--- src/rtl/cmc_pkg.sv ---
package cmc_pkg;

    typedef enum logic [1:0] {
        SRC_MAIN = 2'd0,
        SRC_PLL  = 2'd1,
        SRC_SUB  = 2'd2
    } src_e;

    typedef enum logic [2:0] {
        ST_MAIN,
        ST_PLL_WAIT,
        ST_PLL,
        ST_PLL_EXIT,
        ST_SUB_ENTER,
        ST_SUB,
        ST_OSC_WAIT
    } mode_st_e;

    typedef struct packed {
        src_e src;
        logic pll_on;
        logic osc_on;
        logic busy;
    } drive_t;

    typedef struct packed {
        logic       pll_off;
        logic       sub_off;
        logic [1:0] wait_sel;
    } mode_cfg_t;

    function automatic drive_t state_drive(mode_st_e s);
        drive_t d;
        d = '{src: SRC_MAIN, pll_on: 1'b0, osc_on: 1'b1, busy: 1'b0};
        case (s)
            ST_MAIN:      d = '{src: SRC_MAIN, pll_on: 1'b0, osc_on: 1'b1, busy: 1'b0};
            ST_PLL_WAIT:  d = '{src: SRC_MAIN, pll_on: 1'b1, osc_on: 1'b1, busy: 1'b1};
            ST_PLL:       d = '{src: SRC_PLL,  pll_on: 1'b1, osc_on: 1'b1, busy: 1'b0};
            ST_PLL_EXIT:  d = '{src: SRC_PLL,  pll_on: 1'b1, osc_on: 1'b1, busy: 1'b1};
            ST_SUB_ENTER: d = '{src: SRC_MAIN, pll_on: 1'b0, osc_on: 1'b1, busy: 1'b1};
            ST_SUB:       d = '{src: SRC_SUB,  pll_on: 1'b0, osc_on: 1'b0, busy: 1'b0};
            ST_OSC_WAIT:  d = '{src: SRC_SUB,  pll_on: 1'b0, osc_on: 1'b1, busy: 1'b1};
            default:      d = '{src: SRC_MAIN, pll_on: 1'b0, osc_on: 1'b1, busy: 1'b0};
        endcase
        return d;
    endfunction

    function automatic int max_of(int a, int b);
        return (a > b) ? a : b;
    endfunction

endpackage

--- src/rtl/cmc_cfg_reg.sv ---
module cmc_cfg_reg
    import cmc_pkg::*;
#(
    parameter int MULT_W = 3
) (
    input  logic              clk,
    input  logic              rst,
    input  logic              we,
    input  mode_cfg_t         cfg_d,
    input  logic [MULT_W-1:0] mult_d,
    output mode_cfg_t         cfg_q,
    output logic [MULT_W-1:0] mult_q
);

    localparam mode_cfg_t CFG_RST = '{pll_off: 1'b1, sub_off: 1'b1, wait_sel: 2'd0};

    logic past_ok;

    always_ff @(posedge clk) begin
        if (rst) begin
            cfg_q   <= CFG_RST;
            mult_q  <= '0;
            past_ok <= 1'b0;
        end else begin
            past_ok <= 1'b1;
            if (we) begin
                cfg_q  <= cfg_d;
                mult_q <= mult_d;
            end
        end
    end

    // stored fields change only through a write strobe
    p_cfg_hold_r2: assert property (@(posedge clk) disable iff (rst)
        (past_ok && !$past(we)) |-> ($stable(cfg_q) && $stable(mult_q)));

endmodule

--- src/rtl/cmc_wait_timer.sv ---
module cmc_wait_timer #(
    parameter int CNT_W = 17
) (
    input  logic             clk,
    input  logic             rst,
    input  logic             start,
    input  logic [CNT_W-1:0] load,
    output logic             done
);

    logic [CNT_W-1:0] cnt;
    logic             run;

    always_ff @(posedge clk) begin
        if (rst) begin
            cnt <= '0;
            run <= 1'b0;
        end else if (start) begin
            cnt <= load;
            run <= 1'b1;
        end else if (run) begin
            if (cnt == '0) run <= 1'b0;
            else           cnt <= cnt - 1'b1;
        end
    end

    assign done = run && (cnt == '0);

    // a started wait holds its loaded length
    p_timer_load_r6: assert property (@(posedge clk) disable iff (rst)
        start |=> (run && cnt == $past(load)));

    // the counter only moves downward while running
    p_timer_down_r6: assert property (@(posedge clk) disable iff (rst)
        (run && !start && cnt != '0) |=> (cnt == $past(cnt) - 1'b1));

endmodule

--- src/rtl/cmc_sub_sync.sv ---
module cmc_sub_sync #(
    parameter int TICKS = 4
) (
    input  logic clk,
    input  logic rst,
    input  logic en,
    input  logic tick,
    output logic done
);

    localparam int TW = $clog2(TICKS + 1);
    localparam logic [TW-1:0] LAST = TW'(TICKS - 1);

    logic [TW-1:0] cnt;

    always_ff @(posedge clk) begin
        if (rst || !en)   cnt <= '0;
        else if (tick && cnt != LAST) cnt <= cnt + 1'b1;
    end

    assign done = en && tick && (cnt == LAST);

    // the tick count never runs past the sync length
    p_sync_bound_r5: assert property (@(posedge clk) disable iff (rst)
        en |-> (cnt <= LAST));

endmodule

--- src/rtl/clk_mode_ctrl.sv ---
module clk_mode_ctrl
    import cmc_pkg::*;
#(
    parameter int MULT_W          = 3,
    parameter int PLL_WAIT_LOG2   = 14,
    parameter int OSC_WAIT_LOG2_0 = 10,
    parameter int OSC_WAIT_LOG2_1 = 13,
    parameter int OSC_WAIT_LOG2_2 = 15,
    parameter int OSC_WAIT_LOG2_3 = 17,
    parameter int SUB_SYNC_TICKS  = 4
) (
    input  logic              clk,
    input  logic              rst,
    input  logic              cfg_we,
    input  logic              cfg_pll_off,
    input  logic              cfg_sub_off,
    input  logic [1:0]        cfg_wait_sel,
    input  logic [MULT_W-1:0] cfg_mult,
    input  logic              edge_match,
    input  logic              sub_tick,
    output logic              rd_pll_off,
    output logic              rd_sub_off,
    output logic [1:0]        rd_wait_sel,
    output logic [MULT_W-1:0] pll_mult,
    output logic [1:0]        clk_sel,
    output logic              pll_en,
    output logic              osc_en,
    output logic              switching
);

    localparam int OSC_LOG2 [4] = '{OSC_WAIT_LOG2_0, OSC_WAIT_LOG2_1,
                                    OSC_WAIT_LOG2_2, OSC_WAIT_LOG2_3};
    localparam int CNT_W = max_of(PLL_WAIT_LOG2,
                           max_of(max_of(OSC_WAIT_LOG2_0, OSC_WAIT_LOG2_1),
                                  max_of(OSC_WAIT_LOG2_2, OSC_WAIT_LOG2_3)));
    localparam logic [CNT_W-1:0] ONES     = '1;
    localparam logic [CNT_W-1:0] PLL_LOAD = ONES >> (CNT_W - PLL_WAIT_LOG2);

    mode_cfg_t        cfg_d, cfg_q;
    mode_st_e         state, state_nx;
    drive_t           drv;
    logic [CNT_W-1:0] osc_load [4];
    logic [CNT_W-1:0] tmr_load;
    logic             start_pll, start_osc, tmr_done, sync_done;
    logic             past_ok;

    genvar g;
    generate
        for (g = 0; g < 4; g++) begin : g_osc_len
            assign osc_load[g] = ONES >> (CNT_W - OSC_LOG2[g]);
        end
    endgenerate

    assign cfg_d = '{pll_off: cfg_pll_off, sub_off: cfg_sub_off, wait_sel: cfg_wait_sel};

    cmc_cfg_reg #(.MULT_W(MULT_W)) u_cfg (
        .clk    (clk),
        .rst    (rst),
        .we     (cfg_we),
        .cfg_d  (cfg_d),
        .mult_d (cfg_mult),
        .cfg_q  (cfg_q),
        .mult_q (pll_mult)
    );

    always_comb begin
        state_nx = state;
        case (state)
            ST_MAIN: begin
                if (!cfg_q.sub_off)      state_nx = ST_SUB_ENTER;
                else if (!cfg_q.pll_off) state_nx = ST_PLL_WAIT;
            end
            ST_PLL_WAIT:  if (tmr_done)   state_nx = ST_PLL;
            ST_PLL:       if (cfg_q.pll_off || !cfg_q.sub_off) state_nx = ST_PLL_EXIT;
            ST_PLL_EXIT:  if (edge_match) state_nx = ST_MAIN;
            ST_SUB_ENTER: if (sync_done)  state_nx = ST_SUB;
            ST_SUB:       if (cfg_q.sub_off) state_nx = ST_OSC_WAIT;
            ST_OSC_WAIT:  if (tmr_done)   state_nx = ST_MAIN;
            default:      state_nx = ST_MAIN;
        endcase
    end

    assign start_pll = (state == ST_MAIN) && (state_nx == ST_PLL_WAIT);
    assign start_osc = (state == ST_SUB)  && (state_nx == ST_OSC_WAIT);
    assign tmr_load  = start_pll ? PLL_LOAD : osc_load[cfg_q.wait_sel];

    cmc_wait_timer #(.CNT_W(CNT_W)) u_timer (
        .clk   (clk),
        .rst   (rst),
        .start (start_pll || start_osc),
        .load  (tmr_load),
        .done  (tmr_done)
    );

    cmc_sub_sync #(.TICKS(SUB_SYNC_TICKS)) u_sync (
        .clk  (clk),
        .rst  (rst),
        .en   (state == ST_SUB_ENTER),
        .tick (sub_tick),
        .done (sync_done)
    );

    always_ff @(posedge clk) begin
        if (rst) begin
            state   <= ST_MAIN;
            past_ok <= 1'b0;
        end else begin
            state   <= state_nx;
            past_ok <= 1'b1;
        end
    end

    assign drv         = state_drive(state);
    assign clk_sel     = drv.src;
    assign pll_en      = drv.pll_on;
    assign osc_en      = drv.osc_on;
    assign switching   = drv.busy;
    assign rd_pll_off  = cfg_q.pll_off;
    assign rd_sub_off  = cfg_q.sub_off;
    assign rd_wait_sel = cfg_q.wait_sel;

    // the select code stays within the three sources
    p_sel_legal_r10: assert property (@(posedge clk) disable iff (rst)
        clk_sel != 2'd3);

    // no direct hand-over between PLL and sub-clock
    p_no_hop_r10: assert property (@(posedge clk) disable iff (rst)
        past_ok |-> !((clk_sel == SRC_SUB && $past(clk_sel) == SRC_PLL) ||
                      (clk_sel == SRC_PLL && $past(clk_sel) == SRC_SUB)));

    // the PLL is selected only on a finished stabilization count
    p_pll_after_wait_r3: assert property (@(posedge clk) disable iff (rst)
        (past_ok && clk_sel == SRC_PLL && $past(clk_sel) == SRC_MAIN) |-> $past(tmr_done));

    // leaving the PLL needs a sampled edge coincidence
    p_main_after_match_r4: assert property (@(posedge clk) disable iff (rst)
        (past_ok && clk_sel == SRC_MAIN && $past(clk_sel) == SRC_PLL) |-> $past(edge_match));

    // sub mode settled means both fast sources are off
    p_sub_quiet_r5: assert property (@(posedge clk) disable iff (rst)
        (clk_sel == SRC_SUB && !switching) |-> (!osc_en && !pll_en));

    // the main clock is selected only with its oscillator running
    p_main_osc_r6: assert property (@(posedge clk) disable iff (rst)
        (clk_sel == SRC_MAIN) |-> osc_en);

    // in a settled mode the PLL runs exactly when it is the source
    p_settled_pll_r8: assert property (@(posedge clk) disable iff (rst)
        !switching |-> (pll_en == (clk_sel == SRC_PLL)));

endmodule

--- config.mk ---
export PLATFORM = sky130hd
export DESIGN_NAME = clk_mode_ctrl
export DESIGN_NICKNAME = d
export VERILOG_FILES = /design/src/rtl/cmc_pkg.sv /design/src/rtl/cmc_cfg_reg.sv /design/src/rtl/cmc_wait_timer.sv /design/src/rtl/cmc_sub_sync.sv /design/src/rtl/clk_mode_ctrl.sv
export SDC_FILE = /design/constraint.sdc
export NUM_CORES = 1
export LEC_CHECK = 0
export BUFFER_PORTS_ARGS = -buffer_cell sky130_fd_sc_hd__buf_2
export CORE_MARGIN = 3
export CORE_UTILIZATION = 42
export DETAILED_ROUTE_END_ITERATION = 8
export GPL_TIMING_DRIVEN = 0
export PLACE_DENSITY = 0.64
export RECOVER_POWER = 25
export REMOVE_ABC_BUFFERS = 1
export SLEW_MARGIN = 10
export SYNTH_ARGS = -nofsm -noshare
export SYNTH_HDL_FRONTEND = slang
export SYNTH_SLANG_ARGS = --single-unit
--- constraint.sdc ---
create_clock -name clk -period 3 [get_ports clk]
set_clock_uncertainty 0.1 [all_clocks]
set_input_delay 0.3 -clock clk [delete_from_list [all_inputs] [get_ports clk]]
set_output_delay 0.3 -clock clk [all_outputs]
set_load 0.01 [all_outputs]
==> impl_results.md, run 1 <==
* Status: completed
* Dpl hpwl at 2550 µm
* Via density at 5.75
* Post-route DRC at 0
* Most frequent cells after synthesis: dfxtp_1, nor2_1, a21oi_1, nand2_1, xor2_1
* RSZ-0062 raised after global routing: false
* Top cells by area, synth: dfxtp_1, xor2_1, mux2i_1, nor2_1, a21oi_1
* Gr usage total at 16.8%
* YS warnings at 0
* Fin crit period at 2.27 ns
* P&R area growth vs syn at 10.2%
* Vias in the first global route at 1486
* Largest net degree at the start of global routing at 28
* Pleak at 0.755 nW
* Congestion Overflow GR at 0
* Core area at 0.00409 mm²
* Util after Layout at 49.1%
* GPL Wtd Cong at 0.769
* Data required, critical path at 3.08 ns
* Mapped Area at 0.00182 mm²
* R2r setup slk at 0.73 ns
* Arrival time worst endpoint at 2.35 ns
* Initial core utilization at 44.5%
* Clk buf depth at 2
* Cts hold-fix bufs at 0
* #FFs+latches synth at 31
* CTS Root Cell: clkbuf_8
* Routed Antenna Nets at 0
* Die width at 71.8 µm
* Least-Margin Pin Slew at 1.29 ns
* Via Count at 1571
* CP Capture Type: flip-flop
* Post-CTS setup buffers at 0
* Synthesized area per cell at 8.79 µm²
* Initial antenna violation count at 0
* Clock Latency Late Sink at 0.28 ns
* CP Class: reg -> reg
* Pwr Density at 692 mW/mm²
* Post_cts resized at 0
* Max-Cap Viols at 0
* Initial DRC Count at 90
* CTS tree: yes
* Max Fanout on Critical Path at 19
* Worst min path class: in -> reg
* Synth cell types at 55
* Final setup fails at 0
* Mapped Cells at 207
* Nets at 240
* VDD IR max at 276 µV
* Crit start category: flip-flop
* Number of synthesized flops with an enable pin at 0
* Avg WL per Cell at 13.7 µm
* Layout cells sized above 1 at 18.4%
* Die ar. at 0.00516 mm²
* Max Slew Vio Count at 0
* Die height at 71.8 µm
* Clock Pin Slew Worst Setup and Hold Paths at 0.06 ns
* H-tree depth at 2
* N_diodes at 0
* Global-route wire length before repair at 6880 µm
* Hold Vio Cnt, Final at 0
* Highest clock rate at 0.441 GHz
* CTS Buf Count at 5
* Post-Layout Cell Count at 273
* Total length of routed wires at 3740 µm
* Fin crit share at 75.5%
* Drt pass-1 iters at 4
* Cells after DPL at 267
* Top-count cell post-synth: dfxtp_1
* Site Rows at 23
* Primary FF master, synth: dfxtp_1
* Leading area contributor after synthesis: dfxtp_1
* Synth top area share at 34.1%
* Ys async rst share at 0%
* Sink Count at 31
* Setup_tns at 0 ns
* # port buffers at 23
* # IOs at 24
* Seq/Total Area, Yosys at 34.1%
* Rel. slew slack at 13.9%
==> kinds of logic (layout without fill, tap and decap cells) <==
family                   after synthesis  count (layout)  share of synthesized area [%]
AO/OA/AOI/OAI                         58              58                           24.8
XOR/XNOR                              12              12                           5.78
adder cells (fa/ha/maj)                4               4                           2.75
buffers and inverters                 22              38                           5.36
flip-flops                            31              31                           34.1
multiplexers                           8               8                           4.40
AND/OR/NAND/NOR                       72              72                           22.8
==> critical path, cell delays in order, from the launching register on <==
cell and delay (ns):
dfxtp_1 0.69, nor3_1 0.16, o21ai_2 0.67, o21ai_0 0.24, a221oi_2 0.31
==> registers in the layout (all words and copies together) (netlist names) <==
| signal | count |
|---|---|
| u_timer.cnt | 17 |
| u_cfg.cfg_q | 4 |
| state | 3 |
| u_cfg.mult_q | 3 |
| u_sync.cnt | 3 |
| u_timer.run | 1 |
==> power breakdown <==
| group | switching, mW | internal, mW | total, mW |
|---|---|---|---|
| Clock | 0.143 | 0.154 | 0.297 |
| Combinational | 0.319 | 0.203 | 0.522 |
| Sequential | 0.0954 | 0.473 | 0.569 |
| Total | 0.557 | 0.830 | 1.39 |
==> layout by cell type, fill, tap and decap left out, types with 2 or more instances in the layout <==
master / instances
nor3_1: 7
a211oi_1: 3
mux2i_1: 8
a21oi_1: 13
nand4_1: 3
xor2_1: 10
o211ai_2: 2
o2111ai_1: 4
ha_1: 4
a31oi_1: 5
a221oi_2: 3
clkbuf_1: 5
o21ai_0: 5
a21o_1: 2
o21ai_1: 4
and2_1: 2
nand3b_1: 2
dfxtp_1: 31
nor2b_1: 4
nand2b_1: 4
nor4_4: 2
nand3_1: 7
a22o_1: 2
or4_1: 3
clkbuf_8: 5
o2111ai_2: 2
nor2_1: 19
inv_1: 8
xnor2_1: 2
buf_2: 19
nand2_1: 10
==> final cells by class <==
class | count | area [µm²]
fill | 392 | 2080
multi-input combinational | 154 | 1100
sequential | 31 | 621
timing repair buffer | 23 | 110
clock buffer | 6 | 72.6
tap | 50 | 62.6
inverter | 9 | 33.8
==> through the flow <==
| stage | worst slack, ns | area [µm²] | hold slack [ns] | total power [mW] |
|---|---|---|---|---|
| after floorplan | 0.927 | 1760 | 0.266 | 0.967 |
| after global placement | 0.375 | 1930 | 0.372 | 1.09 |
| after detailed placement | 0.313 | 1930 | 0.379 | 1.10 |
| after CTS | 0.319 | 2010 | 0.132 | 1.40 |
| after global routing | 0.501 | 2000 | 0.153 | 1.50 |
| final | 0.734 | 2000 | 0.137 | 1.39 |
==> path summary, 6_finish.rpt <==
kind                                 startpoint              end  cells past startpoint
worst min-delay path                cfg_sub_off   u_cfg.cfg_q[2]                      3
worst min register to register  u_timer.cnt[11]  u_timer.cnt[11]                      2
worst max-delay path                   state[2]  u_timer.cnt[15]                      4
worst max register to register         state[2]  u_timer.cnt[15]                      4
==> layer usage <==
metal / vias up / global-route usage (%) / part of all wire (%)
li1: 792 / - / -
met1: 733 / 22.5 / 49
met2: 42 / 24.5 / 45
met3: 4 / 6.03 / 4.7
met4: 0 / 6.47 / 0.93
met5: - / 0 / 0
Note: power is estimated with default switching activity, not from simulation.
==> run 2: changes to the inputs <==
- clock period: 3 -> 2.12 ns (I/O delays scaled with it)
==> impl_results.md, run 2 (synthesis gave the netlist of run 1 again) <==
* CTS tree: yes
* Biggest register: u_timer.cnt
* Max-Cap Viols at 0
* Global-route wire length before repair at 6890 µm
* Least-Margin Pin Slew at 0.619 ns
* Fin crit share at 94.6%
* Arrival time worst endpoint at 2.05 ns
* Crit start category: flip-flop
* Largest net degree at the start of global routing at 28
* Highest clock rate at 0.499 GHz
* Vias in the first global route at 1507
* Site Rows at 23
* Clock Pin Slew Worst Setup and Hold Paths at 0.07 ns
* Dpl hpwl at 2550 µm
* Nets at 245
* Die height at 71.8 µm
* Hold Vio Cnt, Final at 0
* Multi-input gate area at 0.00113 mm²
* Final setup fails at 0
* Cts hold-fix bufs at 0
* Via Count at 1614
* CP Capture Type: flip-flop
* Fin crit period at 2.01 ns
* Avg WL per Cell at 13.8 µm
* Initial DRC Count at 104
* Core area at 0.00409 mm²
* Top Registers: u_timer.cnt x17, u_cfg.cfg_q x4
* Pwr Density at 1010 mW/mm²
* Initial antenna violation count at 0
* Sink Count at 31
* Largest register FFs at 17
* Most frequent cells in the layout: dfxtp_1, buf_2, nor2_1, a21oi_1
* Clock Latency Late Sink at 0.29 ns
* # IOs at 24
* Worst min path class: in -> reg
* Most common cell after layout, fill and taps aside: dfxtp_1
* Via density at 5.81
* CTS Root Cell: clkbuf_8
* CTS Buf Count at 5
* H-tree depth at 2
* Total length of routed wires at 3830 µm
* Status: completed
* P&R area growth vs syn at 13.8%
* Rel. slew slack at 58.7%
* CP Class: reg -> reg
* Die ar. at 0.00516 mm²
* Gr usage total at 16.8%
* Data required, critical path at 2.16 ns
* Util after Layout at 50.6%
* Setup_tns at 0 ns
* Die width at 71.8 µm
* N_diodes at 0
* Initial core utilization at 44.5%
* Pleak at 0.788 nW
* Post-route DRC at 0
* # port buffers at 23
* Routed Antenna Nets at 0
* Max Fanout on Critical Path at 6
* Congestion Overflow GR at 0
* Max Slew Vio Count at 0
* Drt pass-1 iters at 4
* Clk buf depth at 2
* VDD IR max at 389 µV
* Reg area at 624 µm²
* Tot Pwr at 2.08 mW
* Layout cells sized above 1 at 22.4%
* GPL Wtd Cong at 0.769
* Fillers at 385
## run 2: cell type report
cell class | instances | share of cell area, %
Multi-Input combinational cell | 154 | 54.5
Tap cell | 50 | 3.02
Clock buffer | 6 | 3.51
Inverter | 9 | 1.63
Sequential cell | 31 | 30.2
Timing Repair Buffer | 28 | 7.19
## run 2: timing repair
action                                  4_1_cts  5_1_grt
hold endpoints to repair                      0        0
buffers inserted                              0        5
resized for setup                             3        5
endpoints found under the setup margin       19       17
pin swaps                                     0        3
## run 2: through the flow
step | std cells | instance area (µm²) | hold slack (ns) | setup WS, ns
after floorplan | 194 | 1760 | 0.178 | 0.0469
after global placement | 267 | 1930 | 0.328 | -0.505
after CTS | 273 | 2030 | 0.0437 | 0.0405
after global routing | 278 | 2070 | 0.0655 | -0.00807
final | 278 | 2070 | 0.0451 | 0.114
after detailed placement | 267 | 1930 | 0.334 | -0.567
## run 2: power by group
part           internal [mW]  switching, mW  total [mW]
combinational          0.365          0.486       0.851
clock                  0.218          0.207       0.426
sequential             0.671          0.135       0.806
## run 2: critical path, stage by stage (launching register included)
cell	delay, ns
dfxtp_1	0.37
nor4_4	0.48
nand4_4	0.20
buf_4	0.20
o21a_2	0.22
o22ai_1	0.19
a221oi_2	0.09
## run 2: worst paths after layout
| path | from | end | slack [ns] | cells past startpoint |
|---|---|---|---|---|
| hold / removal | cfg_sub_off | u_cfg.cfg_q[2] | 0.05 | 3 |
| setup / recovery | u_timer.cnt[6] | u_timer.cnt[11] | 0.11 | 6 |
| setup reg to reg | u_timer.cnt[6] | u_timer.cnt[11] | 0.11 | 6 |
| hold reg to reg | u_timer.cnt[11] | u_timer.cnt[11] | 0.38 | 2 |
## run 2: metal layers
layer,vias to the layer above,GRT usage (%),share of wire (%)
li1,806,-,-
met1,761,22.1,49
met2,40,25.2,45
met3,7,6.03,5.0
met4,0,6.47,1.4
met5,-,0,0
==> run 3: changes to the inputs <==
- CORE_MARGIN: 3 -> 2
==> impl_results.md, run 3 (synthesis gave the netlist of run 1 again) <==
* Most common cell after layout, fill and taps aside: dfxtp_1
* Post-route DRC at 0
* Hold Vio Cnt, Final at 0
* CP bufs+invs at 1
* Drt pass-1 iters at 6
* Top Registers: u_timer.cnt x17, u_cfg.cfg_q x4
* Pwr Density at 1010 mW/mm²
* Layout cells sized above 1 at 20.8%
* N_diodes at 0
* FF-to-FF End: u_timer.cnt[11]
* Placed standard-cell area at 0.00194 mm²
* VDD IR max at 346 µV
* Hold Startpoint: cfg_sub_off
* Max-Cap Viols at 0
* Fin crit share at 94.6%
* H-tree depth at 2
* Via Count at 1571
* # IOs at 24
* Largest register FFs at 17
* Clock Pin Slew Worst Setup and Hold Paths at 0.07 ns
* Crit-path max cell delay at 0.50 ns
* R2r setup slk at 0.11 ns
* CP Class: reg -> reg
* CTS Buf Count at 5
* Clock Latency Late Sink at 0.28 ns
* Cells after DPL at 267
* P&R area growth vs syn at 13.2%
* Design Area, Final at 0.00206 mm²
* Cell depth of the worst setup path at 6
* Clk buf depth at 2
* Gr usage total at 17.2%
* Avg WL per Cell at 14.0 µm
* Worst reg2reg path depth at 6
* Initial DRC Count at 68
* Highest clock rate at 0.498 GHz
* Vias in the first global route at 1507
* Routed Antenna Nets at 0
* Dpl hpwl at 2600 µm
* Crit path cell chain: nor4_4 > nand4_4 > buf_12 > o21ai_4 > o21ai_1 > a221oi_2
* Fillers at 408
* Initial antenna violation count at 0
* Crit path max-delay family: simple AND/OR/NAND/NOR gates
* Site Rows at 23
* Worst Hold End: u_cfg.cfg_q[2]
* Fin crit period at 2.01 ns
* Max Fanout on Critical Path at 13
* GPL Wtd Cong at 0.790
* Nets at 241
* Data required, critical path at 2.22 ns
* CP Capture Type: flip-flop
* Crit start category: flip-flop
* # port buffers at 23
* Least-Margin Pin Slew at 0.613 ns
* Setup_tns at 0 ns
* Total length of routed wires at 3870 µm
* Sink Count at 31
* Util after Layout at 50.4%
* Most frequent cells in the layout: dfxtp_1, buf_2, nor2_1, a21oi_1
* Cts hold-fix bufs at 0
* Status: completed
* Pleak at 0.781 nW
* Hold depth at 3
* Worst min path class: in -> reg
* Arrival time worst endpoint at 2.10 ns
* Rel. slew slack at 59.1%
* Largest net degree at the start of global routing at 28
* Post-Layout Cell Count at 276
* Slowest-stage cell, CP: nor4_4
* Global-route wire length before repair at 6870 µm
* Die ar. at 0.00487 mm²
* Die width at 69.8 µm
* Initial core utilization at 44.5%
* Die height at 69.8 µm
* CTS tree: yes
* WHS at 0.0434 ns
* Via density at 5.69
* Congestion Overflow GR at 0
* Core area at 0.00409 mm²
* Final setup fails at 0
* CTS Root Cell: clkbuf_8
* Reg2reg start: u_timer.cnt[3]
* Biggest register: u_timer.cnt
* RSZ-0062 raised after global routing: false
* Max Slew Vio Count at 0
[run 3: cell count changes in the layout (fill, tap and decap cells not counted)]
| cell | before | now |
|---|---|---|
| buf_4 | 5 | 0 |
| buf_12 | 0 | 1 |
| clkbuf_1 | 4 | 5 |
| clkinv_2 | 0 | 1 |
| dfxtp_1 | 28 | 29 |
| dfxtp_2 | 3 | 2 |
[run 3: worst register-to-register path, cell delays in order, from the launching register on]
cell,delay (ns)
dfxtp_1,0.37
nor4_4,0.50
nand4_4,0.16
buf_12,0.19
o21ai_4,0.26
o21ai_1,0.12
a221oi_2,0.23
[run 3: area by class of cell]
class | instances | area, µm² | share of cell area [%]
Clock inverter | 1 | 5.00 | 0.243
Clock buffer | 7 | 76.3 | 3.71
Inverter | 9 | 33.8 | 1.64
Timing Repair Buffer | 24 | 131 | 6.38
Sequential cell | 31 | 623 | 30.3
Multi-Input combinational cell | 154 | 1130 | 54.7
Tap cell | 50 | 62.6 | 3.04
[run 3: how the worst max path moves through the flow]
stage,slack [ns],startpoint,endpoint
5_1_grt,0.009,state[1],state[0]
4_1_cts,0.02,u_timer.cnt[2],u_timer.cnt[11]
6_report,0.11,u_timer.cnt[3],u_timer.cnt[11]
3_3_place_gp,-0.56,state[2],u_timer.cnt[15]
3_5_place_dp,-0.13,state[2],u_timer.cnt[15]
2_1_floorplan,0.05,state[2],u_timer.cnt[14]
[run 3: where the power goes]
group	internal, mW	leakage (nW)	total [mW]	switching [mW]
clock network	0.230	0.0422	0.446	0.216
registers	0.671	0.255	0.804	0.133
logic	0.341	0.484	0.832	0.491
total	1.24	0.781	2.08	0.840
[run 3: per-stage QoR]
step | setup WS (ns) | total power, mW
final | 0.114 | 2.08
after global routing | 0.00879 | 2.23
after CTS | 0.0243 | 2.03
after detailed placement | -0.131 | 1.56
after global placement | -0.558 | 1.55
after floorplan | 0.0469 | 1.37
[run 3: layer usage]
metal / global-route usage, % / share of wire [%]
met1: 21.9 / 50
met5: 0 / 0
met3: 4.94 / 4.3
met4: 5.13 / 0.96
met2: 28.1 / 45
[run 3: what timing repair did]
item / 4_1_cts / 5_1_grt
setup buffers: 0 / 1
resized for setup: 2 / 4
pin swaps: 0 / 3
setup endpoints to repair: 13 / 18
